[config.mk]
export PLATFORM = sky130hd
export DESIGN_NAME = uart_autobaud_link
export DESIGN_NICKNAME = d
export VERILOG_FILES = /design/src/rtl/ab_pkg.sv /design/src/rtl/ab_calib.sv /design/src/rtl/ab_tx.sv /design/src/rtl/ab_rx.sv /design/src/rtl/uart_autobaud_link.sv
export SDC_FILE = /design/constraint.sdc
export NUM_CORES = 1
export LEC_CHECK = 0
export BUFFER_PORTS_ARGS = -buffer_cell sky130_fd_sc_hd__buf_2
export CAP_MARGIN = 20
export CELL_PAD_IN_SITES_DETAIL_PLACEMENT = 1
export CELL_PAD_IN_SITES_GLOBAL_PLACEMENT = 2
export CORE_UTILIZATION = 39
export CTS_CLUSTER_SIZE = 28
export DETAILED_ROUTE_END_ITERATION = 10
export PLACE_DENSITY_LB_ADDON = 0.1
export SYNTH_ARGS = -nofsm -noshare
export SYNTH_HDL_FRONTEND = slang
export SYNTH_SLANG_ARGS = --single-unit
export TNS_END_PERCENT = 1
[constraint.sdc]
create_clock -name clk -period 13.3 [get_ports clk]
set_clock_uncertainty 0.2 [all_clocks]
set_input_delay 1.33 -clock clk [delete_from_list [all_inputs] [get_ports clk]]
set_output_delay 1.33 -clock clk [all_outputs]
set_load 0.02 [all_outputs]
[src/rtl/ab_pkg.sv]
package ab_pkg;
  localparam logic [7:0] REPLY_HEAD = 8'hBF;
  localparam logic [7:0] REPLY_TAIL = 8'h00;
  typedef enum logic [1:0] {PH_CAL, PH_ACK, PH_RUN} phase_t;
endpackage

[src/rtl/ab_calib.sv]
module ab_calib #(
  parameter int CNT_W = 20,
  parameter int DIV_W = 16
) (
  input  logic             clk,
  input  logic             rst_n,
  input  logic             rxd,
  output logic             done,
  output logic [CNT_W-1:0] bit_clks,
  output logic [DIV_W-1:0] divisor
);
  localparam int W1 = CNT_W + 1;
  typedef enum logic [2:0] {C_HIGH, C_FALL, C_MEAS, C_TAIL, C_DONE} cst_t;

  cst_t             st;
  logic [CNT_W-1:0] cnt;
  logic [W1-1:0]    cnt_x, bp_calc, div_calc, tail_calc;

  // rounded span/7 and span/112; the tail wait reaches mid stop bit
  assign cnt_x     = {1'b0, cnt};
  assign bp_calc   = (cnt_x + W1'(3)) / W1'(7);
  assign div_calc  = (cnt_x + W1'(56)) / W1'(112);
  assign tail_calc = (bp_calc << 1) + (bp_calc >> 1);

  always_ff @(posedge clk or negedge rst_n) begin
    if (!rst_n) begin
      st       <= C_HIGH;
      cnt      <= '0;
      done     <= 1'b0;
      bit_clks <= '0;
      divisor  <= '0;
    end else begin
      done <= 1'b0;
      unique case (st)
        C_HIGH: if (rxd) st <= C_FALL;
        C_FALL: if (!rxd) begin
          cnt <= CNT_W'(1);
          st  <= C_MEAS;
        end
        C_MEAS: begin
          if (!rxd) begin
            if (cnt == {CNT_W{1'b1}}) st <= C_HIGH;
            else cnt <= cnt + 1'b1;
          end else if (div_calc == '0) begin
            st <= C_FALL;
          end else begin
            bit_clks <= CNT_W'(bp_calc);
            divisor  <= DIV_W'(div_calc);
            cnt      <= CNT_W'(tail_calc);
            st       <= C_TAIL;
          end
        end
        C_TAIL: begin
          if (cnt == '0) begin
            done <= 1'b1;
            st   <= C_DONE;
          end else begin
            cnt <= cnt - 1'b1;
          end
        end
        default: st <= C_DONE;
      endcase
    end
  end
endmodule

[src/rtl/ab_tx.sv]
module ab_tx #(
  parameter int CNT_W = 20
) (
  input  logic             clk,
  input  logic             rst_n,
  input  logic             start,
  input  logic [31:0]      frame_bytes,
  input  logic [CNT_W-1:0] bit_clks,
  output logic             txd,
  output logic             done
);
  logic             active;
  logic [1:0]       byte_idx;
  logic [3:0]       bit_idx;
  logic [CNT_W-1:0] timer;
  logic [9:0]       shreg;
  logic [7:0]       next_byte;

  assign next_byte = frame_bytes[{byte_idx + 2'd1, 3'b000} +: 8];
  assign txd       = active ? shreg[0] : 1'b1;

  always_ff @(posedge clk or negedge rst_n) begin
    if (!rst_n) begin
      active   <= 1'b0;
      byte_idx <= '0;
      bit_idx  <= '0;
      timer    <= '0;
      shreg    <= '1;
      done     <= 1'b0;
    end else begin
      done <= 1'b0;
      if (start && !active) begin
        active   <= 1'b1;
        byte_idx <= '0;
        bit_idx  <= '0;
        timer    <= bit_clks - 1'b1;
        shreg    <= {1'b1, frame_bytes[7:0], 1'b0};
      end else if (active) begin
        if (timer == '0) begin
          timer <= bit_clks - 1'b1;
          if (bit_idx == 4'd9) begin
            if (byte_idx == 2'd3) begin
              active <= 1'b0;
              done   <= 1'b1;
            end else begin
              byte_idx <= byte_idx + 2'd1;
              bit_idx  <= '0;
              shreg    <= {1'b1, next_byte, 1'b0};
            end
          end else begin
            bit_idx <= bit_idx + 4'd1;
            shreg   <= {1'b1, shreg[9:1]};
          end
        end else begin
          timer <= timer - 1'b1;
        end
      end
    end
  end
endmodule

[src/rtl/ab_rx.sv]
module ab_rx #(
  parameter int CNT_W = 20
) (
  input  logic             clk,
  input  logic             rst_n,
  input  logic             enable,
  input  logic             rxd,
  input  logic [CNT_W-1:0] bit_clks,
  output logic             byte_valid,
  output logic [7:0]       byte_data,
  output logic             frame_err
);
  typedef enum logic [2:0] {R_HIGH, R_IDLE, R_START, R_DATA, R_STOP} rst_t;

  rst_t             st;
  logic [CNT_W-1:0] timer;
  logic [2:0]       bit_idx;
  logic [7:0]       shreg;

  always_ff @(posedge clk or negedge rst_n) begin
    if (!rst_n) begin
      st         <= R_HIGH;
      timer      <= '0;
      bit_idx    <= '0;
      shreg      <= '0;
      byte_valid <= 1'b0;
      byte_data  <= '0;
      frame_err  <= 1'b0;
    end else begin
      byte_valid <= 1'b0;
      unique case (st)
        R_HIGH: if (enable && rxd) st <= R_IDLE;
        R_IDLE: if (!rxd) begin
          timer <= bit_clks >> 1;
          st    <= R_START;
        end
        R_START: begin
          if (timer != '0) begin
            timer <= timer - 1'b1;
          end else if (!rxd) begin
            timer   <= bit_clks - 1'b1;
            bit_idx <= '0;
            st      <= R_DATA;
          end else begin
            st <= R_IDLE;
          end
        end
        R_DATA: begin
          if (timer != '0) begin
            timer <= timer - 1'b1;
          end else begin
            shreg   <= {rxd, shreg[7:1]};
            timer   <= bit_clks - 1'b1;
            bit_idx <= bit_idx + 3'd1;
            if (bit_idx == 3'd7) st <= R_STOP;
          end
        end
        default: begin
          if (timer != '0) begin
            timer <= timer - 1'b1;
          end else begin
            byte_valid <= 1'b1;
            byte_data  <= shreg;
            frame_err  <= !rxd;
            st         <= rxd ? R_IDLE : R_HIGH;
          end
        end
      endcase
    end
  end
endmodule

[src/rtl/uart_autobaud_link.sv]
module uart_autobaud_link
  import ab_pkg::*;
#(
  parameter int CNT_W = 20,
  parameter int DIV_W = 16
) (
  input  logic             clk,
  input  logic             rst_n,
  input  logic             rxd,
  output logic             txd,
  output logic             cts,
  output logic             out_valid,
  input  logic             out_ready,
  output logic [7:0]       out_data,
  output logic             out_ferr,
  output logic [DIV_W-1:0] divisor
);
  logic             rxd_meta, rxd_s;
  logic             cal_done, tx_done, rx_valid, rx_ferr;
  logic [7:0]       rx_data;
  logic [CNT_W-1:0] bit_clks;
  logic [15:0]      div16;
  phase_t           phase;

  always_ff @(posedge clk or negedge rst_n) begin
    if (!rst_n) begin
      rxd_meta <= 1'b1;
      rxd_s    <= 1'b1;
    end else begin
      rxd_meta <= rxd;
      rxd_s    <= rxd_meta;
    end
  end

  ab_calib #(.CNT_W(CNT_W), .DIV_W(DIV_W)) u_calib (
    .clk(clk), .rst_n(rst_n), .rxd(rxd_s),
    .done(cal_done), .bit_clks(bit_clks), .divisor(divisor)
  );

  assign div16 = 16'(divisor);

  ab_tx #(.CNT_W(CNT_W)) u_tx (
    .clk(clk), .rst_n(rst_n), .start(cal_done),
    .frame_bytes({REPLY_TAIL, div16[15:8], div16[7:0], REPLY_HEAD}),
    .bit_clks(bit_clks), .txd(txd), .done(tx_done)
  );

  ab_rx #(.CNT_W(CNT_W)) u_rx (
    .clk(clk), .rst_n(rst_n), .enable(phase == PH_RUN), .rxd(rxd_s),
    .bit_clks(bit_clks), .byte_valid(rx_valid), .byte_data(rx_data),
    .frame_err(rx_ferr)
  );

  always_ff @(posedge clk or negedge rst_n) begin
    if (!rst_n) begin
      phase <= PH_CAL;
    end else begin
      unique case (phase)
        PH_CAL:  if (cal_done) phase <= PH_ACK;
        PH_ACK:  if (tx_done) phase <= PH_RUN;
        default: phase <= PH_RUN;
      endcase
    end
  end

  always_ff @(posedge clk or negedge rst_n) begin
    if (!rst_n) begin
      out_valid <= 1'b0;
      out_data  <= '0;
      out_ferr  <= 1'b0;
    end else begin
      if (out_valid && out_ready) out_valid <= 1'b0;
      if (rx_valid && (!out_valid || out_ready)) begin
        out_valid <= 1'b1;
        out_data  <= rx_data;
        out_ferr  <= rx_ferr;
      end
    end
  end

  assign cts = (phase == PH_RUN) && !out_valid;
endmodule

# Yosys cells after proc, flatten, opt, wreduce, memory -nomap -nowiden
# Index checks and enable logic that the tools add are counted.
# word_totals
reg_bits	156
latchBits	0
mem_bits_rw	0
rom_bits	0
input_bits	4
out_inout_bits	28
wordCells	177
mem_count	0
# op_classes
add_sub_neg	11
n_mul	0
n_div	2
order_cmp	0
eq_ne	31
n_shift	1
n_mux	69
bitwise_logic	4
reduce_logical	35
# op_table
cell	n
2-to-1 mux 20 bit	13
case mux 20 bit (4 select lines)	1
subtractor 20 x 1 -> 20 bit (second input constant)	4
case mux 20 bit (3 select lines)	1
2-to-1 mux 10 bit	5
logical NOT 20 bit	2
2-to-1 mux 3 bit	13
indexed part select 32 x 6 -> 8 bit	1
case mux 3 bit (4 select lines)	2
adder 20 x 2 -> 21 bit (second input constant)	1
adder 20 x 6 -> 21 bit (second input constant)	1
divider 21 x 3 -> 21 bit (second input constant)	1
divider 21 x 7 -> 21 bit (second input constant)	1
logical NOT 21 bit	1
adder 20 x 1 -> 20 bit (second input constant)	1
adder 20 bit	1
equality test 20 bit (second input constant)	1
2-to-1 mux 4 bit	5
nonzero test 20 bit	1
2-to-1 mux 1 bit	18
2-to-1 mux 2 bit	9
AND reduction 4 bit	4
!= test 2 bit (second input constant)	7
equality test 3 x 2 -> 1 bit (second input constant)	4
other kinds (27)	55

# Logic depth before layout (Yosys ltp)
# Gate-level depths: netlist (run 1).
# logic_depth
ltp_word	7
ltp_mapped	58

# By module
# A second synthesis (run 1) with hierarchy kept.
# hier_totals
hier_cells	1716
hier_area_um2	14194.9
# modules_own_cells
mod	n_inst	cells_each	area_each_um2	seq_area_each_um2
ab_calib	1	1073	8047.7	1451.4
ab_rx	1	311	2835.2	1101.1
ab_tx	1	298	2780.2	937.1
uart_autobaud_link	1	34	531.8	352.8

# Least setup slack after synthesis (run 1)
# OpenSTA, ideal clock, no wires.
# synth_path
path_kind	register -> register
start	register u_calib.cnt[0]
end	register u_calib.cnt[19]
setup_time_ns	0.125
t_arrival_ns	10.358
t_required_ns	12.975
setup_slack_ns	2.617
path_stages_with_launch	57
n_path_buf	5
period_less_slack_ns	10.683
path_cell_list	dfrtp_1 buf_2 inv_1 ha_1 nand3b_1 nor4_2 xor2_1 o21ai_1 a21oi_1 and3_1 clkbuf_1 o311ai_1 a2bb2oi_2 or3b_4 and2_1 a22o_2 mux2i_1 a2111oi_4 [21 not listed] nor2_1 o21bai_1 a21oi_1 o21bai_1 a21oi_1 o21bai_1 a21oi_1 o21bai_1 a21oi_1 o21bai_1 a21oi_1 o21bai_1 a21oi_1 inv_1 a21oi_1 o22ai_1 a21oi_1 o21ai_1
# synth_via
elab_chain_len	6
elab_cells_between_ends	19
# synth_lines
element	line	rtl
start, declared	ab_calib.sv:16	logic [CNT_W-1:0] cnt;
start signal, assigned	ab_calib.sv:43	else cnt <= cnt + 1'b1;
start signal, assigned	ab_calib.sv:49	cnt <= CNT_W'(tail_calc);
start signal, assigned	ab_calib.sv:58	cnt <= cnt - 1'b1;
adder 20 x 2 -> 21 bit	ab_calib.sv:21	assign bp_calc = (cnt_x + W1'(3)) / W1'(7);
divider 21 x 3 -> 21 bit	ab_calib.sv:21	
net u_calib.bp_calc[0]	ab_calib.sv:17	logic [W1-1:0] cnt_x, bp_calc, div_calc, tail_calc;
adder 20 bit	ab_calib.sv:23	assign tail_calc = (bp_calc << 1) + (bp_calc >> 1);
2-to-1 mux 20 bit	ab_calib.sv:44	end else if (div_calc == '0) begin
2-to-1 mux 20 bit	ab_calib.sv:41	if (!rxd) begin
case mux 20 bit (3 select lines)	ab_calib.sv:34	unique case (st)
# The timed path passes the listed nets, and every way through them passes these cells. The select of a mux whose other input is x is not followed.
# A chain may end at the register's enable or synchronous reset.

# Worst setup path in the final report (run 1)
# layout_path
start	register u_calib.cnt[0]
end	register u_calib.cnt[18]
# Same word-level chain as after synthesis.

==> impl_results.md, run 1 <==
* Synthesis Warnings at 0
* Largest net degree at the start of global routing at 96
* First-pass GRT wire length at 70,300 um
* Reg-to-reg setup timing slack at 1.05 ns
* Worst path buffer plus inverter count at 2
* Setup violators final at 0
* CTS Buffer Depth at 2
* Post-Syn Area at 13,200 um2
* CTS tree: built
* Final WL at between 40,000 and 50,000 um
* Initial core utilization at 39.6%
* Core ar. at 33,400 um2
* Port Buffers at 30
* DRC viols at 0
* Initial antenna violation count at 0
* Setup crit end kind: flip-flop
* Area grow syn2layout at 8.23%
* Arr. time, crit path at 12.36 ns
* Root buf cell: clkbuf_16
* Ys async rst share at 100%
* Unrepaired setup endpoints after global routing: false
* Total iterations of the first detailed-routing run at 4
* Fill count at about 4,000
* Flops & latches, synth at 153
* Gr ovfl total at 0
* Worst-path clk slew at roughly 0.080 ns
* Min Tclk post-route at 12.25 ns
* DIE AREA at 34,700 um2
* Post-synthesis sequential area ratio at 29.0%
* Final nets at 1,680
* Starting DRT DRC Count at 753
* CP Launch Type: flip-flop
* Slew at the pin with the worst max-slew slack at 0.981 ns
* Max Slew Vio Count at 0
* Synth Instances at 1,671
* Status: complete, no violations
* HP Class: reg -> reg
* Average wire per standard cell at 20.7 um
* Clock Latency Late Sink at 0.45 ns
* Die X at 186 um
* Average cell area after synthesis at 7.92 um2
* I/O pins at 32
* Vias in the first global route at 12,768
* Die Ht at 186 um
* TritonCTS Buffers at 17
* Final setup TNS at 0 ns
* Maximum clock frequency at ~82 MHz
* Via Count at 12,772
* N_diodes at 0
* Max cap viols at 0
* Via density at 6.08
* H-Tree Depth at 4
* Routability cong. at 0.872
* Unique masters post-synth at 110
* Largest area contributor in the netlist: dfrtp_1
* Final ANT Viol Nets at 0
* Hpwl dp at 32,200 um
* Hold Vio Cnt, Final at 0
* Num Clock Sinks at 153
* Max-slew headroom at 33.9%
* Critical path data required time at between 10 and 15 ns
* Storage element area at 3840 um2
* Top cells by area, synth: dfrtp_1, o21ai_0, nand2_1, nor2_1, xnor2_1
* Critical path class: reg -> reg
* Layout cells sized above 1 at 11.9%
* Multi-input logic area at 8920 um2
* Worst Path Max Fanout at 11
* Post-synth top area share at 26.9%
* Worst path max stage delay at a little under 0.6 ns
* Final worst-path cycle share at 92.1%
* Top FF cell, synth: dfrtp_1
* Total GRT Usage at 25.8%
* Crit path top cell by count: a21oi_1
* # rows at 67
* CP max stage cell: dfrtp_1
* Critical path's top delay family: compound AO/OA/AOI/OAI gates
* Post-synth EDFFs at 0
## area by class of cell
cell class / count / area share [%]
clock inverter: 14 / 0.891
timing repair buffer: 47 / 1.98
tap: 448 / 3.92
sequential: 153 / 26.8
clock buffer: 18 / 3.00
multi-input combinational: 1381 / 62.3
inverter: 41 / 1.07
## per-layer routing
| metal | vias to the layer above | share of wire, % | track usage, % |
|---|---|---|---|
| met5 | - | 0 | 0 |
| met4 | 0 | 2.2 | 8.23 |
| met3 | 58 | 2.2 | 2.69 |
| met2 | 204 | 49 | 43.6 |
| met1 | 6363 | 47 | 34.5 |
| li1 | 6147 | - | - |
## cell usage in the layout, fill, tap and decap left out, drive strengths merged, types with 36 or more instances in the layout
| cell type | n |
|---|---|
| dfrtp | 142 |
| mux2 | 36 |
| nor3 | 65 |
| a21oi | 122 |
| nand3 | 40 |
| xnor2 | 71 |
| xor2 | 45 |
| nor2 | 168 |
| o21ai | 167 |
| inv | 49 |
| buf | 47 |
| nand2 | 184 |
## through the flow
step	setup WS, ns	utilization, %	cell area [um2]	hold WS (ns)	cells
floorplan	2.62	-	13200	0.145	1672
global placement	1.01	40.8	13700	0.151	2068
detailed placement	0.736	40.8	13700	0.147	2068
CTS	0.663	42.5	14200	0.161	2100
global route	0.0243	42.8	14300	0.168	2102
finish	1.05	42.8	14300	0.159	2102
## registers in the layout (all words and copies together) (netlist names), 2 cells and up
name and flops:
u_tx.timer 20, u_calib.st 3, u_tx.shreg 9, u_rx.st 3
u_rx.byte_data 8, phase 2, u_tx.bit_idx 4, u_tx.byte_idx 2
u_calib.cnt 20, u_rx.bit_idx 3, u_calib.divisor 15, u_rx.timer 20
u_calib.bit_clks 19, u_rx.shreg 8, out_data 8
## synth_stat cells (19+ instances only)
master	count
a21oi_1	121
a221oi_1	19
a31oi_1	30
buf_2	23
clkbuf_1	63
dfrtp_1	142
ha_1	34
inv_1	39
mux2_2	36
nand2_1	183
nand3_1	37
nand4_1	20
nor2_1	167
nor3_1	61
nor4_1	30
o211ai_1	29
o21ai_0	140
o21ai_1	23
xnor2_1	71
xor2_1	45
## final timing paths
kind                                            start                         endpoint  cells after the start
max                        u_calib.cnt[0]$_DFFE_PN0P_      u_calib.cnt[18]$_DFFE_PN0P_                     51
min                                rxd_meta$_DFF_PN1_                  rxd_s$_DFF_PN1_                      0
max reg2reg                u_calib.cnt[0]$_DFFE_PN0P_      u_calib.cnt[18]$_DFFE_PN0P_                     51
min reg2reg                        rxd_meta$_DFF_PN1_                  rxd_s$_DFF_PN1_                      0
max in group asynchronous                       rst_n  u_calib.bit_clks[5]$_DFFE_PN0P_                      2
min in group asynchronous                       rst_n             out_ferr$_DFFE_PN0P_                      1
## logic make-up after synthesis
family                   after synthesis  share of synthesized area [%]
AO/OA/AOI/OAI                        561                           28.5
multiplexers                          47                           3.99
AND/OR/NAND/NOR                      619                           22.9
other                                  1                         0.0283
flip-flops                           153                           29.0
buffers and inverters                138                           4.39
adder cells (fa/ha/maj)               36                           3.44
XOR/XNOR                             116                           7.68
## what timing repair did
| action | 4_1_cts | 5_1_grt |
|---|---|---|
| endpoints found under the setup margin | 0 | 7 |
| hold endpoints to repair | 0 | 0 |
| gates resized for setup | 0 | 14 |
| setup buffers | 0 | 2 |
| hold buffers | 0 | 0 |
Power of run 1 is left out: the tool's default activity adds up to more than one toggle a clock period on the data nets, which glitch-free logic cannot reach.
==> run 2, diff against run 1 <==
--- a/config.mk
+++ b/config.mk
@@ -11,5 +11,6 @@
 export CELL_PAD_IN_SITES_GLOBAL_PLACEMENT = 2
-export CORE_UTILIZATION = 39
+export CORE_UTILIZATION = 40
 export CTS_CLUSTER_SIZE = 28
 export DETAILED_ROUTE_END_ITERATION = 10
+export HOLD_SLACK_MARGIN = 0.05
 export PLACE_DENSITY_LB_ADDON = 0.1
@@ -17,2 +18,3 @@
 export SYNTH_HDL_FRONTEND = slang
+export SYNTH_HIERARCHICAL = 1
 export SYNTH_SLANG_ARGS = --single-unit
==> constraint.sdc (replaced) <==
create_clock -name clk -period 13.3 [get_ports clk]
set_clock_uncertainty 0.2 [all_clocks]
set_input_delay 0.665 -clock clk [delete_from_list [all_inputs] [get_ports clk]]
set_output_delay 0.665 -clock clk [all_outputs]
set_load 0.02 [all_outputs]
==> impl_results.md, run 2 <==
* Cell Count, Final, Fillers Out at 2,202 (was 2,102)
* Die X at 190 um (was 186 um)
* Post-Syn Area at 14,200 um2 (was 13,200 um2)
* Fin util at 44.7% (was 42.8%)
* Average wire per standard cell at 21.1 um (was 20.7 um)
* Peak VDD IR at 122 uV
* Power per Cell Area at between 100 and 150 nW/um2
* Placed insts at 2,169 (was 2,068)
* Final worst-path cycle share at 93.3% (was 92.1%)
* Routability cong. at 0.848 (was 0.872)
* Final hold slack at 0.0562 ns (was 0.159 ns)
* Min Tclk post-route at 12.40 ns (was 12.25 ns)
* Most numerous cell in the Yosys netlist: nor2_1 (was nand2_1)
* Via density at 6.14 (was 6.08)
* Max cap viols at 0 (unchanged)
* CTS Buffer Depth at 2 (unchanged)
* Vias in the first global route at 13,682 (was 12,768)
* CP Launch Type: flip-flop (unchanged)
* Seq pwr share at 32.5%
* Critical path data required time at 13.43 ns (was 13.41 ns)
* Total GRT Usage at 26.0% (was 25.8%)
* Synth Instances at 1,716 (was 1,671)
* Area grow syn2layout at 9.19% (was 8.23%)
* Hold buffer count at cts at 0 (unchanged)
* Crit path top cell by count: a21oi_1 (unchanged)
* Max-slew headroom at 27.1% (was 33.9%)
* Design Area, Final at 15,500 um2 (was 14,300 um2)
* Fill count at 4,169 (was 4,048)
* Via Count at 13,511 (was 12,772)
* Hpwl dp at 34,400 um (was 32,200 um)
* Clock power frac at 22.5%
* Initial antenna violation count at 0 (unchanged)
* Post-synth EDFFs at 0 (unchanged)
* CP max stage cell: or3_1 (was dfrtp_1)
* Core ar. at 34,700 um2 (was 33,400 um2)
* Post-synthesis sequential area ratio at 27.1% (was 29.0%)
* Dpl ws at 0.680 ns (was 0.736 ns)
* Worst path max stage delay at 0.61 ns (was 0.59 ns)
* Starting DRT DRC Count at 676 (was 753)
* Sw frac at 46.3%
* # rows at 68 (was 67)
* Initial core utilization at 40.9% (was 39.6%)
* Worst-path clk slew at 0.07 ns (was 0.08 ns)
* Num Clock Sinks at 153 (unchanged)
* Flops & latches, synth at 153 (unchanged)
* Most common cell after layout, fill and taps aside: nor2_1 (was nand2_1)
* Port Buffers at 30 (unchanged)
* Reg-to-Reg Start: u_calib/cnt[4]$_DFFE_PN0P_ (was u_calib.cnt[0]$_DFFE_PN0P_)
* Setup violators final at 0 (unchanged)
* Storage element area at 3840 um2 (about the same)
* Clock Latency Late Sink at 0.45 ns (about the same)
* Final nets at 1,772 (was 1,680)
* Start point of the critical path: u_calib/cnt[4]$_DFFE_PN0P_ (was u_calib.cnt[0]$_DFFE_PN0P_)
* First-pass GRT wire length at 74,900 um (was 70,300 um)
* Gr ovfl total at 0 (unchanged)
* Final WS setup at 0.896 ns (was 1.05 ns)
* Final WL at 46,400 um (was 43,500 um)
* Total iterations of the first detailed-routing run at 5 (was 4)
* Final setup TNS at 0 ns (unchanged)
* Max Slew Vio Count at 0 (unchanged)
* Multi-input logic area at 9940 um2 (was 8920 um2)
* Final ANT Viol Nets at 0 (unchanged)
* Top cells by area, synth: dfrtp_1, xnor2_1, nor2_1, o21ai_0, mux2_2 (was dfrtp_1, o21ai_0, nand2_1, nor2_1, xnor2_1)
* HP Class: in -> async (was reg -> reg)
* Switch Pwr at 1.03 mW
* Leak Pwr at about 6.3 nW
* Largest area contributor in the netlist: dfrtp_1 (unchanged)
* Post-synth top cells: nor2_1, dfrtp_1, nand2_1, o21ai_0, a21oi_1 (was nand2_1, nor2_1, dfrtp_1, o21ai_0, a21oi_1)
* Die Ht at 190 um (was 186 um)
* CTS tree: built (unchanged)
* Largest net degree at the start of global routing at 81 (was 96)
* Average cell area after synthesis at 8.27 um2 (was 7.92 um2)
* DRC viols at 0 (unchanged)
* Maximum clock frequency at 80.6 MHz (was 81.6 MHz)
* DIE AREA at 36,200 um2 (was 34,700 um2)
* Dpl cell area at 14,800 um2 (was 13,700 um2)
* Layout cells sized above 1 at 13.2% (was 11.9%)
* Ys async rst share at 100% (unchanged)
* Unrepaired setup endpoints after global routing: false (unchanged)
* Tot Pwr at 2.23 mW
* TritonCTS Buffers at 17 (unchanged)
* Commonest non-fill, non-tap cells in the layout: nor2_1, dfrtp_1, nand2_1 (was nand2_1, nor2_1, dfrtp_1)
* Root buf cell: clkbuf_16 (unchanged)
* Combinational Power Share at 45.0%
* Critical path class: reg -> reg (unchanged)
* Hold Vio Cnt, Final at 0 (unchanged)
* Setup crit end kind: flip-flop (unchanged)
* H-Tree Depth at 4 (unchanged)
* Arr. time, crit path at 12.53 ns (was 12.36 ns)
* Int Pwr at 1.20 mW
* N_diodes at 0 (unchanged)
* I/O pins at 32 (unchanged)
* Slew at the pin with the worst max-slew slack at 1.08 ns (was 0.981 ns)
* Synthesis Warnings at 6 (was 0)
* Post-synth top area share at 25.0% (was 26.9%)
* Top FF cell, synth: dfrtp_1 (unchanged)
* Largest regs: u_calib/cnt (20), u_rx/timer (20), u_tx/timer (20) (was u_calib.cnt (20), u_rx.timer (20), u_tx.timer (20))
* Worst Path Max Fanout at 10 (was 11)
* Status: complete, no violations (unchanged)
* Unique masters post-synth at 123 (was 110)
run 2: changes by cell type in the layout (fill, tap and decap cells not counted), sizes merged, moves of 12 or more:
cell    delta
nand2     -54
nor3      +18
mux2      +19
conb      +25
a21oi     -22
xnor2     +13
a221oi    -12
o211ai    -12
o21ai     -28
run 2: layer usage:
metal  wire, um  part of all wire [%]  track usage [%]
met1      21800                    47             34.8
met2      22600                    49             43.9
met3       1140                   2.5             2.80
met4        839                   1.8             7.57
met5          0                     0                0
run 2: cell type report:
type,count,share of cell area [%]
clock buffer,17,2.74
clock inverter,15,1.11
inverter,52,1.26
multi-input combinational,1454,64.1
sequential,153,24.8
tap,455,3.67
timing repair buffer,56,2.27
run 2: worst max-delay path, delay by kind of cell, from the launching register on:
kind / cells / cell delay, ns
mux: 3 / 0.91
fa+ha+maj: 4 / 1.16
compound gates: 32 / 7.00
flops: 1 / 0.55
simple gates: 9 / 2.36
buf+inv: 1 / 0.06
run 2: timing repair:
item	in CTS	in global routing
buffers inserted	0	1
setup endpoints to repair	0	5
resized for setup	0	18
run 2: cells by family after synthesis:
| group | count (synthesis) | share of synthesized area, % |
|---|---|---|
| other | 3 | 0.0793 |
| multiplexers | 85 | 7.32 |
| flip-flops | 153 | 27.1 |
| XOR/XNOR | 123 | 7.87 |
| buffers and inverters | 133 | 4.19 |
| adder cells (fa/ha/maj) | 41 | 3.54 |
| AND/OR/NAND/NOR | 625 | 22.6 |
| AO/OA/AOI/OAI | 553 | 27.4 |
run 2: power groups by stage:
stage | clock network [mW] | registers (mW) | logic (mW)
floorplan | 0 | 0.673 | 0.749
global placement | 0 | 0.731 | 0.978
detailed placement | 0 | 0.733 | 0.992
CTS | 0.518 | 0.725 | 0.999
global route | 0.536 | 0.742 | 1.11
finish | 0.502 | 0.727 | 1.01
run 2: worst paths after layout:
| check | slack (ns) | to | cells past startpoint |
|---|---|---|---|
| min in group clk | 0.11 | rxd_meta$_DFF_PN1_ | 1 |
| max in group asynchronous | 11.30 | u_calib/cnt[7]$_DFFE_PN0P_ | 2 |
| worst max register to register | 0.90 | u_calib/cnt[19]$_DFFE_PN0P_ | 49 |
| worst min-delay path | 0.06 | out_data[0]$_DFFE_PN0P_ | 1 |
| worst min register to register | 0.17 | rxd_s$_DFF_PN1_ | 0 |
| worst max-delay path | 0.90 | u_calib/cnt[19]$_DFFE_PN0P_ | 49 |
Power figures use the tool's default switching activity.
==> run 3, diff against run 2 <==
CORE_UTILIZATION = 32   (was 40)
CTS_CLUSTER_DIAMETER = 200   (was not set)
GPL_TIMING_DRIVEN = 0   (was not set)
==> impl_results.md, run 3 (synthesis results as in run 2) <==
* Crit path top cell by count: o21bai_1 (was a21oi_1)
* Fin util at 37.2% (was 44.7%)
* Total iterations of the first detailed-routing run at 5 (unchanged)
* Cell count of the worst hold path at 1
* Gr ovfl total at 0 (unchanged)
* Slew at the pin with the worst max-slew slack at 1.15 ns (was 1.08 ns)
* Peak VDD IR at 73.0 uV (was 122 uV)
* Starting DRT DRC Count at 649 (was 676)
* Die Ht at 213 um (was 190 um)
* Worst path max stage delay at 0.55 ns (was 0.61 ns)
* FF-to-FF path depth at 54 (was 49)
* Max Slew Vio Count at 0 (unchanged)
* I/O pins at 32 (unchanged)
* # rows at 76 (was 68)
* Final ANT Viol Nets at 0 (unchanged)
* Port Buffers at 30 (unchanged)
* Average wire per standard cell at 20.8 um (was 21.1 um)
* Commonest non-fill, non-tap cells in the layout: nor2_1, dfrtp_1, nand2_1 (unchanged)
* Final WS setup at 0.761 ns (was 0.896 ns)
* Final worst-path cycle share at 94.3% (was 93.3%)
* Num Clock Sinks at 153 (unchanged)
* Arr. time, crit path at 12.65 ns (was 12.53 ns)
* First-pass GRT wire length at 80,600 um (was 74,900 um)
* Setup crit end kind: flip-flop (unchanged)
* Int Pwr at 1.24 mW (was 1.20 mW)
* CP max stage cell: or4_1 (was or3_1)
* Reg-to-Reg Start: u_calib/cnt[0]$_DFFE_PN0P_ (was u_calib/cnt[4]$_DFFE_PN0P_)
* Hold Vio Cnt, Final at 0 (unchanged)
* Met3 Usage GRT at 1.65% (was 2.80%)
* Layout cells sized above 1 at 15.4% (was 13.2%)
* N_diodes at 0 (unchanged)
* Largest regs: u_calib/cnt (20), u_rx/timer (20), u_tx/timer (20) (unchanged)
* Clock Latency Late Sink at 0.46 ns (was 0.45 ns)
* TritonCTS Buffers at 17 (unchanged)
* Final nets at 1,846 (was 1,772)
* Via Count at 13,874 (was 13,511)
* Worst-path clk slew at 0.07 ns (about the same)
* Final setup TNS at 0 ns (unchanged)
* Seq pwr share at 31.2% (was 32.5%)
* Vias in the first global route at 14,215 (was 13,682)
* Hpwl dp at 38,100 um (was 34,400 um)
* Clock power frac at 21.3% (was 22.5%)
* Leak Pwr at 6.51 nW (was 6.30 nW)
* Met2 Usage GRT at 38.3% (was 43.9%)
* CTS Buffer Depth at 2 (unchanged)
* Area grow syn2layout at 14.0% (was 9.19%)
* Setup violators final at 0 (unchanged)
* DRC viols at 0 (unchanged)
* Final WL at 50,100 um (was 46,400 um)
* Status: complete, no violations (unchanged)
* GR Layer Usage met1 at 30.8% (was 34.8%)
* H-Tree Depth at 4 (unchanged)
* Largest net degree at the start of global routing at 106 (was 81)
* Gr busiest metal: met2 (unchanged)
* Core ar. at 43,500 um2 (was 34,700 um2)
* Initial core utilization at 32.7% (was 40.9%)
* Reg-to-reg endpoint: u_calib/cnt[19]$_DFFE_PN0P_ (unchanged)
* CTS tree: built (unchanged)
* CP Launch Type: flip-flop (unchanged)
* Via density at 5.77 (was 6.14)
* Die X at 213 um (was 190 um)
* Sw frac at 45.2% (was 46.3%)
* Initial antenna violation count at 0 (unchanged)
* HP Class: in -> reg (was in -> async)
* Min Tclk post-route at 12.54 ns (was 12.40 ns)
* Critical path class: reg -> reg (unchanged)
* Root buf cell: clkbuf_16 (unchanged)
* Dpl cell area at 15,200 um2 (was 14,800 um2)
* Routability cong. at 0.823 (was 0.848)
* Hold endpoint: rxd_meta$_DFF_PN1_
* Max cap viols at 0 (unchanged)
* Maximum clock frequency at 79.8 MHz (was 80.6 MHz)
* Reg-to-reg setup timing slack at 0.76 ns (was 0.90 ns)
* Most common cell after layout, fill and taps aside: nor2_1 (unchanged)
* Power per Cell Area at 139 nW/um2 (was 144 nW/um2)
* Hold path start: rxd
* Design Area, Final at 16,200 um2 (was 15,500 um2)
* Critical path data required time at 13.42 ns (was 13.43 ns)
* Combinational Power Share at 47.6% (was 45.0%)
* Switch Pwr at 1.02 mW (was 1.03 mW)
* Worst Path Max Fanout at 10 (unchanged)
* DIE AREA at 45,200 um2 (was 36,200 um2)
* Total GRT Usage at 22.6% (was 26.0%)
* Start point of the critical path: u_calib/cnt[0]$_DFFE_PN0P_ (was u_calib/cnt[4]$_DFFE_PN0P_)
* Max-slew headroom at 22.9% (was 27.1%)
* Dpl ws at -0.136 ns (was 0.680 ns)
-- run 3: changes by cell type in the layout (fill, tap and decap cells not counted), moves of 3 or more --
| cell | previous run | this run |
|---|---|---|
| clkbuf_1 | 0 | 39 |
| buf_2 | 29 | 51 |
| a21oi_1 | 98 | 91 |
| a21oi_2 | 1 | 8 |
| buf_1 | 0 | 5 |
| clkinv_2 | 0 | 4 |
| clkinv_8 | 4 | 0 |
| inv_8 | 5 | 1 |
| buf_6 | 1 | 4 |
| clkbuf_2 | 0 | 3 |
-- run 3: worst max-delay path by stage --
stage / endpoint / slack (ns) / cells after the start
after floorplan: u_calib/cnt[19]$_DFFE_PN0P_ / 2.26 / 53
after global placement: u_calib/cnt[19]$_DFFE_PN0P_ / -0.57 / 52
after detailed placement: u_calib/cnt[19]$_DFFE_PN0P_ / -0.14 / 52
after CTS: u_calib/cnt[19]$_DFFE_PN0P_ / 0.08 / 51
after global routing: u_calib/cnt[19]$_DFFE_PN0P_ / -0.10 / 52
final: u_calib/cnt[19]$_DFFE_PN0P_ / 0.76 / 54
-- run 3: layout make-up --
class                      count  area [um2]
buffer                        81         402
inverter                      52         195
sequential                   153        3840
clock inverter                13         120
clock buffer                  19         443
fill                        5311       27300
timing repair buffer          49         323
multi-input combinational   1454       10100
tap                          585         732
-- run 3: critical path, delay by kind of cell (launching register included) --
family	cells	cell delay, ns
AOI/OAI and AO/OA	34	6.82
adders and majority gates	4	1.21
and+or+nand+nor	7	1.80
muxes	3	0.91
DFF	1	0.44
buffers and inverters	6	1.01
-- run 3: power groups by stage --
stage / clock [mW] / combinational [mW] / sequential (mW)
after global placement: 0 / 1.02 / 0.709
final: 0.480 / 1.07 / 0.703
after CTS: 0.497 / 1.04 / 0.706
after detailed placement: 0 / 1.03 / 0.714
after global routing: 0.515 / 1.18 / 0.719
after floorplan: 0 / 0.749 / 0.673
-- run 3: what timing repair did --
action                     in CTS  in global routing
resized for setup               2                 53
pin swaps                       0                 10
setup buffers                   0                 15
cloned                          0                  0
setup endpoints to repair       3                  7
hold buffers                    1                  0
hold endpoints to repair       46                  0
-- run 3: per-layer routing --
metal / share of wire [%] / vias to the layer above / wire length, um
li1: - / 6635 / -
met1: 48 / 7059 / 24200
met2: 49 / 148 / 24500
met3: 1.6 / 32 / 822
met4: 1.3 / 0 / 663
met5: 0 / - / 0
-- run 3: through the flow --
step | total power [mW] | std cells | hold slack [ns]
after floorplan | 1.42 | 1740 | 0.145
after global placement | 1.72 | 2355 | 0.148
after detailed placement | 1.75 | 2358 | 0.147
after CTS | 2.24 | 2391 | 0.0857
after global routing | 2.42 | 2406 | 0.0913
final | 2.26 | 2406 | 0.117
